[src/rtl/dvfs_pkg.sv]
package dvfs_pkg;
   typedef enum logic [1:0] {
      MGR_IDLE = 2'd0,
      MGR_RUN  = 2'd1,
      MGR_DONE = 2'd2
   } mgr_state_e;
endpackage

[src/rtl/dvfs_lowload_pick.sv]
module dvfs_lowload_pick #(
   parameter int N          = 9,
   parameter int LW         = 8,
   parameter int NUM_LEVELS = 6,
   localparam int LVW       = $clog2(NUM_LEVELS),
   localparam int IW        = $clog2(N)
) (
   input  logic [N*LW-1:0]  loads_i,
   input  logic [N*LVW-1:0] levels_i,
   output logic             found_o,
   output logic [IW-1:0]    idx_o
);
   localparam logic [LVW-1:0] MAXL = LVW'(NUM_LEVELS - 1);

   logic [LW-1:0] best;

   // strict less-than keeps the lower router number on a tie
   always_comb begin
      found_o = 1'b0;
      idx_o   = '0;
      best    = '1;
      for (int i = 0; i < N; i++) begin
         if (levels_i[i*LVW +: LVW] != MAXL &&
             (!found_o || loads_i[i*LW +: LW] < best)) begin
            found_o = 1'b1;
            best    = loads_i[i*LW +: LW];
            idx_o   = IW'(i);
         end
      end
   end
endmodule

[src/rtl/dvfs_level_bank.sv]
module dvfs_level_bank #(
   parameter int N          = 9,
   parameter int NUM_LEVELS = 6,
   localparam int LVW       = $clog2(NUM_LEVELS),
   localparam int IW        = $clog2(N)
) (
   input  logic             clk,
   input  logic             rst_n,
   input  logic             clear_i,
   input  logic             upd_en_i,
   input  logic [IW-1:0]    upd_idx_i,
   input  logic             upd_up_i,
   output logic [N*LVW-1:0] levels_o
);
   localparam logic [LVW-1:0] MAXL = LVW'(NUM_LEVELS - 1);

   for (genvar g = 0; g < N; g++) begin : g_rtr
      logic [LVW-1:0] lvl_q;
      logic           hit;
      assign hit = upd_en_i && (upd_idx_i == IW'(g));

      always_ff @(posedge clk or negedge rst_n) begin
         if (!rst_n)          lvl_q <= '0;
         else if (clear_i)    lvl_q <= '0;
         else if (hit)        lvl_q <= upd_up_i ? lvl_q - 1'b1 : lvl_q + 1'b1;
      end
      assign levels_o[g*LVW +: LVW] = lvl_q;

      AST_LEVEL_RANGE: assert property (@(posedge clk) disable iff (!rst_n)
         lvl_q <= MAXL);
      AST_NO_STEP_BELOW_FLOOR: assert property (@(posedge clk) disable iff (!rst_n)
         (hit && !clear_i && !upd_up_i) |-> lvl_q != MAXL);
      AST_NO_STEP_ABOVE_TOP: assert property (@(posedge clk) disable iff (!rst_n)
         (hit && !clear_i && upd_up_i) |-> lvl_q != '0);
   end
endmodule

[src/rtl/dvfs_greedy_mgr.sv]
module dvfs_greedy_mgr
   import dvfs_pkg::*;
#(
   parameter int N             = 9,
   parameter int LW            = 8,
   parameter int TW            = 16,
   parameter int NUM_LEVELS    = 6,
   parameter int VCHANGE_LEVEL = 1,
   parameter int RISE_MARGIN   = 16,
   localparam int LVW          = $clog2(NUM_LEVELS),
   localparam int IW           = $clog2(N)
) (
   input  logic             clk,
   input  logic             rst_n,
   input  logic             start_i,
   input  logic [TW-1:0]    deadline_i,
   input  logic             frame_valid_i,
   input  logic [TW-1:0]    frame_time_i,
   input  logic [N*LW-1:0]  peak_load_i,
   output logic [N*LVW-1:0] op_level_o,
   output logic             step_valid_o,
   output logic [IW-1:0]    step_router_o,
   output logic             step_up_o,
   output logic             step_vf_o,
   output logic             done_o
);
   localparam logic [LVW-1:0] MAXL = LVW'(NUM_LEVELS - 1);
   localparam logic [LVW-1:0] VCHL = LVW'(VCHANGE_LEVEL);

   initial begin
      assert (N >= 2) else $error("N must be at least 2");
      assert (NUM_LEVELS >= 2) else $error("NUM_LEVELS must be at least 2");
      assert (VCHANGE_LEVEL >= 1 && VCHANGE_LEVEL < NUM_LEVELS)
         else $error("VCHANGE_LEVEL out of range");
      assert (RISE_MARGIN >= 0 && RISE_MARGIN < (1 << TW))
         else $error("RISE_MARGIN out of range");
   end

   mgr_state_e     state_q, state_d;
   logic [TW-1:0]  deadline_q, prev_time_q, rise_time_q, rise_time_d;
   logic           have_prev_q, probe_q, probe_d, last_v_q, last_v_d;
   logic [IW-1:0]  last_idx_q, last_idx_d;
   logic           upd_en, upd_up, do_greedy, met, rise, vf_d, accept;
   logic [IW-1:0]  upd_idx;
   logic           pick_found;
   logic [IW-1:0]  pick_idx;
   logic [LVW-1:0] lvl_arr [N];

   for (genvar g = 0; g < N; g++) begin : g_unpack
      assign lvl_arr[g] = op_level_o[g*LVW +: LVW];
   end

   dvfs_lowload_pick #(.N(N), .LW(LW), .NUM_LEVELS(NUM_LEVELS)) i_pick (
      .loads_i  (peak_load_i),
      .levels_i (op_level_o),
      .found_o  (pick_found),
      .idx_o    (pick_idx)
   );

   dvfs_level_bank #(.N(N), .NUM_LEVELS(NUM_LEVELS)) i_bank (
      .clk       (clk),
      .rst_n     (rst_n),
      .clear_i   (start_i),
      .upd_en_i  (upd_en),
      .upd_idx_i (upd_idx),
      .upd_up_i  (upd_up),
      .levels_o  (op_level_o)
   );

   assign accept = !start_i && frame_valid_i && (state_q == MGR_RUN);
   assign met    = frame_time_i <= deadline_q;
   assign rise   = have_prev_q &&
                   ({1'b0, frame_time_i} > ({1'b0, prev_time_q} + (TW+1)'(RISE_MARGIN)));

   always_comb begin
      state_d     = state_q;
      probe_d     = probe_q;
      last_v_d    = last_v_q;
      last_idx_d  = last_idx_q;
      rise_time_d = rise_time_q;
      upd_en      = 1'b0;
      upd_up      = 1'b0;
      upd_idx     = last_idx_q;
      do_greedy   = 1'b0;
      if (accept) begin
         if (probe_q) begin
            probe_d = 1'b0;
            if (met && frame_time_i < rise_time_q) begin
               do_greedy = 1'b1;
            end else begin
               upd_en  = 1'b1;
               upd_up  = 1'b1;
               state_d = MGR_DONE;
            end
         end else if (!met) begin
            upd_en  = last_v_q;
            upd_up  = 1'b1;
            state_d = MGR_DONE;
         end else if (rise && last_v_q && lvl_arr[last_idx_q] != MAXL) begin
            upd_en      = 1'b1;
            probe_d     = 1'b1;
            rise_time_d = frame_time_i;
         end else begin
            do_greedy = 1'b1;
         end
         if (do_greedy) begin
            if (pick_found) begin
               upd_en     = 1'b1;
               upd_idx    = pick_idx;
               last_idx_d = pick_idx;
               last_v_d   = 1'b1;
            end else begin
               state_d = MGR_DONE;
            end
         end
      end
      vf_d = upd_up ? (lvl_arr[upd_idx] == VCHL)
                    : (lvl_arr[upd_idx] + 1'b1 == VCHL);
   end

   always_ff @(posedge clk or negedge rst_n) begin
      if (!rst_n) begin
         state_q       <= MGR_IDLE;
         deadline_q    <= '0;
         prev_time_q   <= '0;
         rise_time_q   <= '0;
         have_prev_q   <= 1'b0;
         probe_q       <= 1'b0;
         last_v_q      <= 1'b0;
         last_idx_q    <= '0;
         step_valid_o  <= 1'b0;
         step_router_o <= '0;
         step_up_o     <= 1'b0;
         step_vf_o     <= 1'b0;
      end else if (start_i) begin
         state_q       <= MGR_RUN;
         deadline_q    <= deadline_i;
         have_prev_q   <= 1'b0;
         probe_q       <= 1'b0;
         last_v_q      <= 1'b0;
         last_idx_q    <= '0;
         step_valid_o  <= 1'b0;
      end else begin
         state_q       <= state_d;
         probe_q       <= probe_d;
         last_v_q      <= last_v_d;
         last_idx_q    <= last_idx_d;
         rise_time_q   <= rise_time_d;
         step_valid_o  <= upd_en;
         if (upd_en) begin
            step_router_o <= upd_idx;
            step_up_o     <= upd_up;
            step_vf_o     <= vf_d;
         end
         if (accept) begin
            prev_time_q <= frame_time_i;
            have_prev_q <= 1'b1;
         end
      end
   end

   assign done_o = (state_q == MGR_DONE);

   AST_START_CLEARS: assert property (@(posedge clk) disable iff (!rst_n)
      start_i |=> (op_level_o == '0 && !done_o));
   AST_STEP_NEEDS_FRAME: assert property (@(posedge clk) disable iff (!rst_n)
      step_valid_o |-> $past(frame_valid_i));
   AST_PICK_NOT_FLOOR: assert property (@(posedge clk) disable iff (!rst_n)
      pick_found |-> lvl_arr[pick_idx] != MAXL);
   AST_REVERT_FINISHES: assert property (@(posedge clk) disable iff (!rst_n)
      (step_valid_o && step_up_o) |-> done_o);
   AST_DONE_FROZEN: assert property (@(posedge clk) disable iff (!rst_n)
      (done_o && !start_i) |=> ($stable(op_level_o) && !step_valid_o));
endmodule

[config.mk]
export PLATFORM = sky130hd
export DESIGN_NAME = dvfs_greedy_mgr
export DESIGN_NICKNAME = d
export VERILOG_FILES = /design/src/rtl/dvfs_pkg.sv /design/src/rtl/dvfs_lowload_pick.sv /design/src/rtl/dvfs_level_bank.sv /design/src/rtl/dvfs_greedy_mgr.sv
export SDC_FILE = /design/constraint.sdc
export NUM_CORES = 1
export LEC_CHECK = 0
export ABC_AREA = 1
export BUFFER_PORTS_ARGS = -buffer_cell sky130_fd_sc_hd__buf_2
export CAP_MARGIN = 30
export CORE_MARGIN = 4
export CORE_UTILIZATION = 25
export DETAILED_ROUTE_END_ITERATION = 16
export GPL_TIMING_DRIVEN = 0
export PLACE_DENSITY = 0.4
export SLEW_MARGIN = 20
export SYNTH_ARGS = -nofsm -noshare
export SYNTH_HDL_FRONTEND = slang
export SYNTH_HIERARCHICAL = 1
export SYNTH_SLANG_ARGS = --single-unit
[constraint.sdc]
create_clock -name clk -period 35.1 [get_ports clk]
set_input_delay 3.51 -clock clk [delete_from_list [all_inputs] [get_ports clk]]
set_output_delay 3.51 -clock clk [all_outputs]
set_load 0.05 [all_outputs]
==> reports/metrics.csv, run 1 <==
stage,metric,value,unit
min_path,hp-class,register to register,
synthesis,ys_warn_count,6,
timing,tightest_slew,694,ps
placed_design,dp_hpwl,22800,um
final_layout,final_nets,1669,
global_route,grt_overflow,0,
synthesis,synth.distinct_cells,43,
cts,numCtsBuffers,9,
cts,root_buffer,clkbuf_16,
power_and_ir_drop,switching_share,44.9,%
final_layout,num_antenna_cells,0,
setup_path,cp.depth,93,
floorplanning,die-width,195,um
setup_path,cp_slowest_stage_delay,320,ps
setup_path,regToRegEndpoint,step_vf_o,
detailed_routing,drtIter0Drc,472,
detailed_routing,antenna_left,0,
timing,fin_skew,9.60,ps
floorplanning,start_util,25.3,%
placed_design,port_buffers,142,
detailed_routing,via_count,8454,
timing,setup_violations,0,
setup_path,cp-endpoint,step_vf_o,
timing,final-hold-violation-count,0,
timing,slew_violations,0,
cts,cts_htree_levels,3,
floorplanning,pin_count,143,
timing,post-route-period-util,47.5,%
power_and_ir_drop,p_comb_share,52.2,%
final_layout,fin_util,30.1,%
power_and_ir_drop,powerDensity,47.3,nW/um^2
final_layout,design_area,10400,um^2
floorplanning,num_rows,68,
setup_path,r2r_slack,20570,ps
power_and_ir_drop,p_switching,0.220,mW
synthesis,synth_area_per_cell,6.68,um^2
floorplanning,core,34500,um^2
timing,fin_ws,18410,ps
timing,fmax,59.9,MHz
global_route,grt_pass1_vias,8275,
power_and_ir_drop,p_int,0.270,mW
synthesis,netlist_area,8720,um^2
power_and_ir_drop,p_clk_share,22.0,%
setup_path,rr_worst_depth,94,
cts,cts_setup_buffers,0,
setup_path,arrival,16940,ps
setup_path,timing.critical_path.max_delay_family,compound AO/OA/AOI/OAI gates,
global_route,grt_max_degree,71,
global_route,antenna_found_initial,0,
placed_design,place.gp.congestion,0.807,
setup_path,cpMostUsedCell,nand2_1,
cts,cts_tree,done,
setup_path,end_kind,register,
timing,slew_headroom,53.6,%
setup_path,reg2reg_from,i_bank/g_rtr[0].lvl_q[0],
cts,clock-sinks,91,
detailed_routing,via_per_inst,4.41,
synthesis,synthCells,1305,
cts,hold_buffers,0,
cts,worstSkewPairLatency,360,ps
placed_design,dpl_cell_area,10000,um^2
timing,post-route-min-period,16690,ps
power_and_ir_drop,p_seq_share,25.8,%
outcome,status,"finished, final reports clean",
power_and_ir_drop,p_leak,5.38,nW
final_layout,syn_to_final_growth,18.8,%
cts,clockBufferDepth,2,
synthesis,synth_seq_cells,91,
floorplanning,die_h,195,um
timing,tns,0,ps
detailed_routing,first_pass_iters,5,
final_layout,drive_gt1_share,16.9,%
setup_path,cp_num_buf_inv,12,
detailed_routing,wl_per_cell,14.5,um
detailed_routing,drc_errors,0,
setup_path,crit_path_max_fanout,10,
job,drv_cap,0,
timing,hold-worst-slack,465,ps
setup_path,path_class,primary input to register,
detailed_routing,wirelength,27800,um
global_route,grt_first_pass_wirelength,44800,um
timing,rsz0062_at_grt,false,
global_route,grt_use_total,14.6,%
cts,cts.reportedPaths.clkPinSlew,70,ps
cts,cts.repair.resized,0,
floorplanning,die-area,37900,um^2
placed_design,dp_slack,18090,ps
setup_path,startpoint,peak_load_i[7],
setup_path,cp_slowest_cell,a211oi_1,
power_and_ir_drop,vdd_drop_max,0.0242,mV
synthesis,synth_seq_area_share,26.1,%
setup_path,critPathRequiredTime,35350,ps
synthesis,syn_nets,1515,
setup_path,start_kind,primary input,
cells in the mapped netlist, drive strengths merged:
cell,n,area [um^2]
nand2,428,1750
inv,192,721
o21ai,120,627
nor2,112,467
nand3,110,598
ha,93,1160
dfrtp,91,2280
a21oi,50,254
nand4,21,144
clkbuf,14,56.3
nand3b,14,105
buf,13,95.1
fa,9,180
a211oi,7,52.6
xor2,7,61.3
nor3,6,30.0
o21bai,5,37.5
xnor2,3,26.3
o21a,2,15.0
a21boi,1,7.51
a221o,1,10.0
a32oi,1,8.76
clkinv,1,5.00
nor4,1,6.26
o221ai,1,8.76
o31a,1,8.76
or2,1,8.76
placed cells by master (no fill, tap or decap), types with 3 or more instances in the layout:
master,synthesis,layout
nand3_2,7,7
inv_2,13,13
inv_1,179,179
o21ai_1,6,6
ha_1,93,93
nor2_1,103,102
a21oi_1,49,49
o21ai_0,111,111
nand2_4,10,10
buf_6,2,3
nor2_2,6,6
xor2_1,7,7
dfrtp_1,91,91
nand2_2,27,27
a211oi_1,7,7
clkbuf_1,13,14
buf_2,4,145
o21bai_1,5,5
nand3_1,102,102
nand4_1,19,19
nand3b_1,14,14
nor3_1,6,6
xnor2_1,3,3
nand2_1,391,391
buf_4,7,7
clkbuf_16,0,9
fa_1,9,9
nor2_4,2,3
sequential cells by signal, indices dropped and copies added, names as in the netlist:
name                flops
deadline_q             16
have_prev_q             1
i_bank/g_rtr.lvl_q     27
last_idx_q              4
last_v_q                1
prev_time_q            16
probe_q                 1
rise_time_q            16
state_q                 2
step_router_o           4
step_up_o               1
step_valid_o            1
step_vf_o               1
area by class of cell:
class / instances / area (um^2)
tap: 455 / 569
fill: 3854 / 24100
clock buffer: 11 / 243
clock inverter: 4 / 73.8
buffer: 27 / 151
sequential: 91 / 2280
timing repair buffer: 143 / 744
multi-input combinational: 994 / 5580
inverter: 193 / 726
how the worst min path moves through the flow:
| stage | slack [ps] | to | start | cells after the start |
|---|---|---|---|---|
| 3_3_place_gp | 460 | step_up_o | step_up_o | 2 |
| 5_1_grt | 490 | step_up_o | step_up_o | 2 |
| 4_1_cts | 470 | step_up_o | step_up_o | 2 |
| 3_5_place_dp | 450 | step_up_o | step_up_o | 2 |
| 2_1_floorplan | 450 | deadline_q[0] | deadline_q[0] | 2 |
| 6_report | 470 | step_up_o | step_up_o | 2 |
logic make-up (layout without fill, tap and decap cells):
kind of cell | after synthesis | count (layout) | share of synthesized area (%)
adder cells (fa/ha/maj) | 102 | 102 | 15.4
XOR/XNOR | 10 | 10 | 1.00
buffers and inverters | 220 | 378 | 10.1
AND/OR/NAND/NOR | 693 | 693 | 35.6
flip-flops | 91 | 91 | 26.1
AO/OA/AOI/OAI | 189 | 189 | 11.8
power groups by stage:
stage | Sequential [mW] | Combinational, mW | Clock (mW)
floorplan | 0.136 | 0.182 | 0
global placement | 0.128 | 0.256 | 0
detailed placement | 0.128 | 0.259 | 0
CTS | 0.127 | 0.260 | 0.112
global route | 0.128 | 0.301 | 0.116
finish | 0.126 | 0.256 | 0.108
worst register-to-register path, delay by kind of cell (launching register included):
kind                     cells  cell delay [ps]
buffers and inverters       11             1760
adder cells (fa/ha/maj)      9             2550
AO/OA/AOI/OAI               23             4630
flip-flops                   1              550
AND/OR/NAND/NOR             51             4940
metrics by stage:
step | power, mW | std cells
after floorplan | 0.318 | 1305
after detailed placement | 0.387 | 1903
after global routing | 0.545 | 1918
after global placement | 0.385 | 1902
after CTS | 0.498 | 1918
final | 0.490 | 1918
per-layer routing:
layer,vias up,share of wire (%),GRT usage [%]
met4,0,0.71,2.64
met2,135,44,23.2
met1,3800,52,21.5
li1,4510,-,-
met5,-,0,0
met3,9,3.7,2.06
Note: power is estimated with default switching activity, not from simulation.
==> run 2, diff against run 1 <==
- ABC_AREA: 1 -> 0
- clock period: 35.1 -> 17.4 ns (I/O delays scaled with it)
==> reports/metrics.csv, run 2 <==
stage,metric,value,unit,change
outcome,status,finished with violations,,
outcome,violations,setup timing,,
power_and_ir_drop,p_clk_share,8.9,%,-13 points
setup_path,crit_path_max_fanout,8,,-2
detailed_routing,first_pass_iters,5,,unchanged
power_and_ir_drop,p_comb_share,79.0,%,+27 points
power_and_ir_drop,vdd_drop_max,0.0848,mV,+250%
setup_path,cpMostUsedCell,buf_4,,
synthesis,synth_flop_cell,dfrtp_1,,
timing,fin_skew,12.3,ps,+2.72 ps
synthesis,netlist_area,9270,um^2,+6.3%
detailed_routing,drc_errors,0,,unchanged
floorplanning,die-width,201,um,+3.0%
final_layout,top_register,i_bank/g_rtr.lvl_q,,
global_route,grt_overflow,0,,unchanged
timing,slew_headroom,44.5,%,-9.1 points
setup_path,critPathRequiredTime,17700,ps,-17650 ps
synthesis,synth_area_per_cell,8.12,um^2,+22%
final_layout,largest_register_ffs,27,,unchanged
global_route,grt_first_pass_wirelength,55000,um,+23%
cts,root_buffer,clkbuf_16,,
detailed_routing,drtIter0Drc,637,,+35%
synthesis,synth_edf_count,0,,unchanged
placed_design,place.gp.congestion,0.810,,+0.41%
timing,rsz0062_at_grt,true,,
timing,tightest_slew,832,ps,+138 ps
synthesis,yosysMostFrequentCell,nand2_1,,
synthesis,ys_warn_count,6,,unchanged
cts,clockBufferDepth,2,,unchanged
setup_path,path_class,primary input to register,,
power_and_ir_drop,p_int,1.24,mW,+360%
final_layout,drive_gt1_share,37.6,%,+21 points
cts,worstSkewPairLatency,360,ps,about the same
detailed_routing,via_per_inst,5.08,,+15%
min_path,hp-class,register to register,,
global_route,grt_use_total,16.8,%,+2.2 points
detailed_routing,wl_per_cell,18.4,um,+27%
floorplanning,pin_count,143,,unchanged
power_and_ir_drop,p_leak,6.00,nW,+12%
power_and_ir_drop,p_seq_share,12.1,%,-14 points
floorplanning,num_rows,70,,+2.9%
synthesis,yosysTopAreaCell,dfrtp_1,,
detailed_routing,via_count,9778,,+16%
final_layout,design_area,13200,um^2,+28%
global_route,grt_pass1_vias,9920,,+20%
floorplanning,start_util,25.3,%,about the same
synthesis,synth_seq_area_share,24.6,%,-1.5 points
synthesis,yosys-top-cells-area,"dfrtp_1 (25%), ha_1 (13%), nand2_1 (5.6%)",,
timing,fmax,57.1,MHz,
final_layout,final_nets,1663,,-0.36%
cts,clock-sinks,91,,unchanged
synthesis,synth_top_area_share,24.6,%,-1.5 points
placed_design,dp_cells,1750,,-8.0%
cts,numCtsBuffers,9,,unchanged
synthesis,synthTopCellsByCount,"nand2_1 (139), ha_1 (93), inv_1 (92)",,
timing,fin_ws,-119,ps,-18530 ps
setup_path,end_kind,register,,
final_layout,final_common_cell,buf_4,,
setup_path,cp_slowest_cell,or4b_4,,
placed_design,dp_hpwl,26200,um,+15%
final_layout,num_antenna_cells,0,,unchanged
global_route,antenna_found_initial,0,,unchanged
timing,final-hold-violation-count,0,,unchanged
timing,tns,-119,ps,-119 ps
power_and_ir_drop,p_total,2.23,mW,+360%
cts,cts.reportedPaths.clkPinSlew,70,ps,about the same
cts,cts_tree,done,,
power_and_ir_drop,p_switching,0.996,mW,+350%
power_and_ir_drop,switching_share,44.6,%,-0.30 points
floorplanning,core,36600,um^2,+6.2%
timing,post-route-period-util,101,%,
timing,post-route-min-period,17520,ps,
timing,slew_violations,0,,unchanged
setup_path,start_kind,primary input,,
final_layout,final_cells,1926,,+0.42%
floorplanning,die_h,201,um,+3.0%
power_and_ir_drop,powerDensity,169,nW/um^2,+260%
setup_path,arrival,17820,ps,+880 ps
final_layout,final_cell_mix,"buf_4 (151), buf_2 (143), nand2_1 (130)",,
synthesis,synth.distinct_cells,98,,+130%
synthesis,synth_seq_cells,91,,unchanged
floorplanning,die-area,40200,um^2,+6.0%
synthesis,synthCells,1141,,-13%
detailed_routing,antenna_left,0,,unchanged
detailed_routing,wirelength,35400,um,+28%
job,drv_cap,0,,unchanged
placed_design,dpl_cell_area,10800,um^2,+7.1%
synthesis,async_reset_ff_share,100,%,unchanged
timing,setup_violations,1,,+1
synthesis,syn_nets,1351,,-11%
final_layout,syn_to_final_growth,42.9,%,
cts,cts_htree_levels,3,,unchanged
global_route,grt_max_degree,50,,-30%
setup_path,cp_slowest_stage_delay,540,ps,+220 ps
placed_design,port_buffers,139,,-2.1%
## run 2: changes by cell type in the layout (fill, tap and decap cells not counted), sizes merged, moves of 24 or more
cell / delta
a21oi: +37
buf: +174
inv: -98
mux2: +25
mux2i: +24
nand2: -289
nand3: -84
nor2: -39
o21ai: -24
## run 2: worst max-delay path, delay by kind of cell
kind | cells | cell delay [ps]
simple gates | 21 | 3350
fa+ha+maj | 8 | 2130
buf+inv | 29 | 3180
mux | 4 | 1030
compound gates | 37 | 6350
## run 2: power by group through the flow
stage          registers, mW  logic, mW  clock network [mW]
6_report               0.270       1.76               0.199
5_1_grt                0.275       1.92               0.215
4_1_cts                0.270       1.53               0.208
3_5_place_dp           0.274       1.08                   0
3_3_place_gp           0.273       1.08                   0
2_1_floorplan          0.295      0.796                   0
## run 2: path summary, 6_finish.rpt
kind                                          start                       end  slack (ps)  depth (start not counted)
max reg2reg                i_bank/g_rtr[0].lvl_q[0]                 step_vf_o         230                         99
min                                     have_prev_q               have_prev_q         480                          1
min reg2reg                             have_prev_q               have_prev_q         480                          1
min in group asynchronous                     rst_n           prev_time_q[10]        1300                          1
max                                  peak_load_i[7]                 step_vf_o        -120                         99
max in group asynchronous                     rst_n  i_bank/g_rtr[8].lvl_q[0]       15450                          2
## run 2: cell type report
cell class              instances  area (um^2)
well taps                     468          586
flip-flops and latches         91         2280
inverters                      94          358
multi-input cells             909         7340
plain buffers                  42          335
clock buffers                  12          256
clock inverters                 4         31.3
repair buffers                306         2070
fillers                      3802        23400
## run 2: cells by family after synthesis
| logic type | Yosys count | synth area share, % |
|---|---|---|
| xor gates and xnor gates | 23 | 2.17 |
| buffers and inverters | 141 | 6.38 |
| muxes | 49 | 5.75 |
| DFF | 91 | 24.6 |
| adders and majority gates | 103 | 14.6 |
| AOI/OAI and AO/OA | 339 | 24.8 |
| and+or+nand+nor | 395 | 21.7 |
## run 2: what timing repair did
item                                    CTS  global route
endpoints found under the setup margin   36            32
resized for setup                        85           154
gates cloned                              2             2
setup buffers                           132            31
pin swaps                                63            87
hold buffers                              0             0
## run 2: layer usage
metal  global-route usage (%)  up-vias  share of wire [%]
met4                     3.79        0                1.1
met2                     28.1      190                 48
met5                        0        -                  0
met1                     23.1     4758                 48
met3                     2.36       27                3.7
li1                         -     4803                  -
## run 2: metrics by stage
| step | utilization (%) | hold slack (ps) | setup slack (ps) |
|---|---|---|---|
| floorplan | - | 451 | 13.3 |
| global placement | 29.2 | 464 | -3010 |
| detailed placement | 29.4 | 471 | -2970 |
| CTS | 34.1 | 488 | 42.1 |
| global route | 36.2 | 500 | -792 |
| finish | 36.2 | 484 | -119 |
==> run 3, diff against run 2 <==
- SKIP_LAST_GASP: unset -> 1
==> reports/metrics.csv, run 3 (same netlist as run 2, synthesis figures left out) <==
stage,metric,value,unit,change
timing,rsz0062_at_grt,true,,
cts,hold_buffers,0,,unchanged
final_layout,final_nets,1663,,unchanged
final_layout,num_antenna_cells,0,,unchanged
timing,post-route-min-period,17530,ps,+13.4 ps
global_route,grt_first_pass_wirelength,55000,um,unchanged
floorplanning,num_rows,70,,unchanged
floorplanning,die-width,201,um,unchanged
cts,cts_htree_levels,3,,unchanged
detailed_routing,drc_errors,0,,unchanged
cts,clockBufferDepth,2,,unchanged
power_and_ir_drop,p_leak,6.00,nW,about the same
detailed_routing,drtIter0Drc,625,,-1.9%
setup_path,cp_slowest_stage_delay,540,ps,about the same
outcome,status,finished with violations,,
job,drv_cap,0,,unchanged
placed_design,dpl_cell_area,10800,um^2,unchanged
placed_design,dp_hpwl,26200,um,unchanged
power_and_ir_drop,vdd_drop_max,0.0848,mV,about the same
power_and_ir_drop,p_switching,0.996,mW,about the same
detailed_routing,via_per_inst,5.09,,+0.18%
timing,fin_ws,-133,ps,-13.4 ps
timing,fmax,57.0,MHz,about the same
timing,tightest_slew,808,ps,-24.3 ps
power_and_ir_drop,p_clk_share,8.9,%,about the same
final_layout,final_cells,1926,,unchanged
timing,setup_violations,2,,+1
timing,fin_skew,12.1,ps,-0.241 ps
outcome,violations,setup timing,,
floorplanning,die-area,40200,um^2,unchanged
min_path,hp-class,register to register,,
global_route,grt_overflow,0,,unchanged
timing,final-hold-violation-count,0,,unchanged
detailed_routing,via_count,9796,,+0.18%
final_layout,syn_to_final_growth,42.8,%,
cts,root_buffer,clkbuf_16,,
timing,slew_violations,0,,unchanged
final_layout,largest_register_ffs,27,,unchanged
placed_design,port_buffers,139,,unchanged
power_and_ir_drop,p_int,1.24,mW,about the same
final_layout,fin_util,36.1,%,-0.041 points
timing,hold-worst-slack,484,ps,+0.137 ps
power_and_ir_drop,p_seq_share,12.1,%,about the same
detailed_routing,antenna_left,0,,unchanged
setup_path,end_kind,register,,
cts,worstSkewPairLatency,360,ps,about the same
cts,clock-sinks,91,,unchanged
global_route,grt_pass1_vias,9920,,unchanged
setup_path,path_class,primary input to register,,
setup_path,crit_path_max_fanout,8,,unchanged
timing,post-route-period-util,101,%,about the same
final_layout,final_cell_mix,"buf_4 (151), buf_2 (143), nand2_1 (130)",,
power_and_ir_drop,p_comb_share,79.0,%,about the same
floorplanning,start_util,25.3,%,unchanged
cts,cts_tree,done,,
detailed_routing,wl_per_cell,18.4,um,about the same
final_layout,final_common_cell,buf_4,,
global_route,grt_max_degree,50,,unchanged
power_and_ir_drop,switching_share,44.6,%,about the same
placed_design,dp_cells,1750,,unchanged
global_route,antenna_found_initial,0,,unchanged
final_layout,drive_gt1_share,37.4,%,-0.14 points
detailed_routing,wirelength,35500,um,about the same
setup_path,critPathRequiredTime,17700,ps,about the same
power_and_ir_drop,powerDensity,169,nW/um^2,+0.13%
setup_path,arrival,17830,ps,about the same
cts,cts.reportedPaths.clkPinSlew,70,ps,about the same
final_layout,design_area,13200,um^2,-0.11%
detailed_routing,first_pass_iters,5,,unchanged
final_layout,top_register,i_bank/g_rtr.lvl_q,,
setup_path,cpMostUsedCell,buf_4,,
global_route,grt_use_total,16.8,%,unchanged
timing,slew_headroom,46.2,%,+1.6 points
power_and_ir_drop,p_total,2.23,mW,about the same
floorplanning,pin_count,143,,unchanged
cts,numCtsBuffers,9,,unchanged
setup_path,start_kind,primary input,,
floorplanning,die_h,201,um,unchanged
floorplanning,core,36600,um^2,unchanged
placed_design,place.gp.congestion,0.810,,unchanged
setup_path,cp_slowest_cell,or4b_4,,
==> run 3: cell types whose count changed in the layout (fill, tap and decap cells not counted) <==
cell     delta
a21oi_1     +1
a21oi_2     -1
o21ai_4     -1
o21ai_1     +1
==> run 3: path summary, 6_finish.rpt <==
kind / startpoint / to / slack [ps] / cells after the start
hold reg to reg: have_prev_q / have_prev_q / 480 / 1
hold / removal: have_prev_q / have_prev_q / 480 / 1
setup reg to reg: i_bank/g_rtr[0].lvl_q[0] / step_vf_o / 230 / 99
min in group asynchronous: rst_n / prev_time_q[10] / 1300 / 1
max in group asynchronous: rst_n / i_bank/g_rtr[8].lvl_q[0] / 15450 / 2
setup / recovery: peak_load_i[7] / step_vf_o / -130 / 99
==> run 3: timing repair <==
action | in CTS | in global routing
endpoints found under the setup margin | 36 | 32
setup buffers | 132 | 31
pin swaps | 63 | 87
cloned | 2 | 2
resized for setup | 85 | 151
==> run 3: layer usage <==
metal | share of wire [%] | vias to the layer above | GRT usage [%] | routed length [um]
li1 | - | 4798 | - | -
met1 | 47 | 4748 | 23.1 | 16700
met2 | 48 | 215 | 28.1 | 16900
met3 | 4.2 | 35 | 2.36 | 1490
met4 | 1.2 | 0 | 3.79 | 419
met5 | 0 | - | 0 | 0
==> run 3: critical path, delay by kind of cell <==
kind                     cells  cell delay, ps
multiplexers                 4            1030
buffers and inverters       29            3180
adder cells (fa/ha/maj)      8            2140
AND/OR/NAND/NOR             21            3370
AO/OA/AOI/OAI               37            6350
==> run 3: power by group through the flow <==
stage	logic (mW)	clock network [mW]	registers (mW)
floorplan	0.796	0	0.295
global placement	1.08	0	0.273
detailed placement	1.08	0	0.274
CTS	1.53	0.208	0.270
global route	1.92	0.215	0.275
finish	1.77	0.199	0.270
==> run 3: stage by stage <==
stage | setup WS [ps] | setup TNS [ps]
floorplan | 13.3 | 0
global placement | -3010 | -82700
detailed placement | -2970 | -81530
CTS | 42.1 | 0
global route | -792 | -12620
finish | -133 | -133
==> run 3: layout make-up <==
| class | count | area (um^2) |
|---|---|---|
| Fill cell | 3805 | 23400 |
| Multi-Input combinational cell | 909 | 7320 |
| Sequential cell | 91 | 2280 |
| Timing Repair Buffer | 306 | 2070 |
| Tap cell | 468 | 586 |
| Inverter | 94 | 358 |
| Buffer | 42 | 335 |
| Clock buffer | 12 | 256 |
| Clock inverter | 4 | 31.3 |
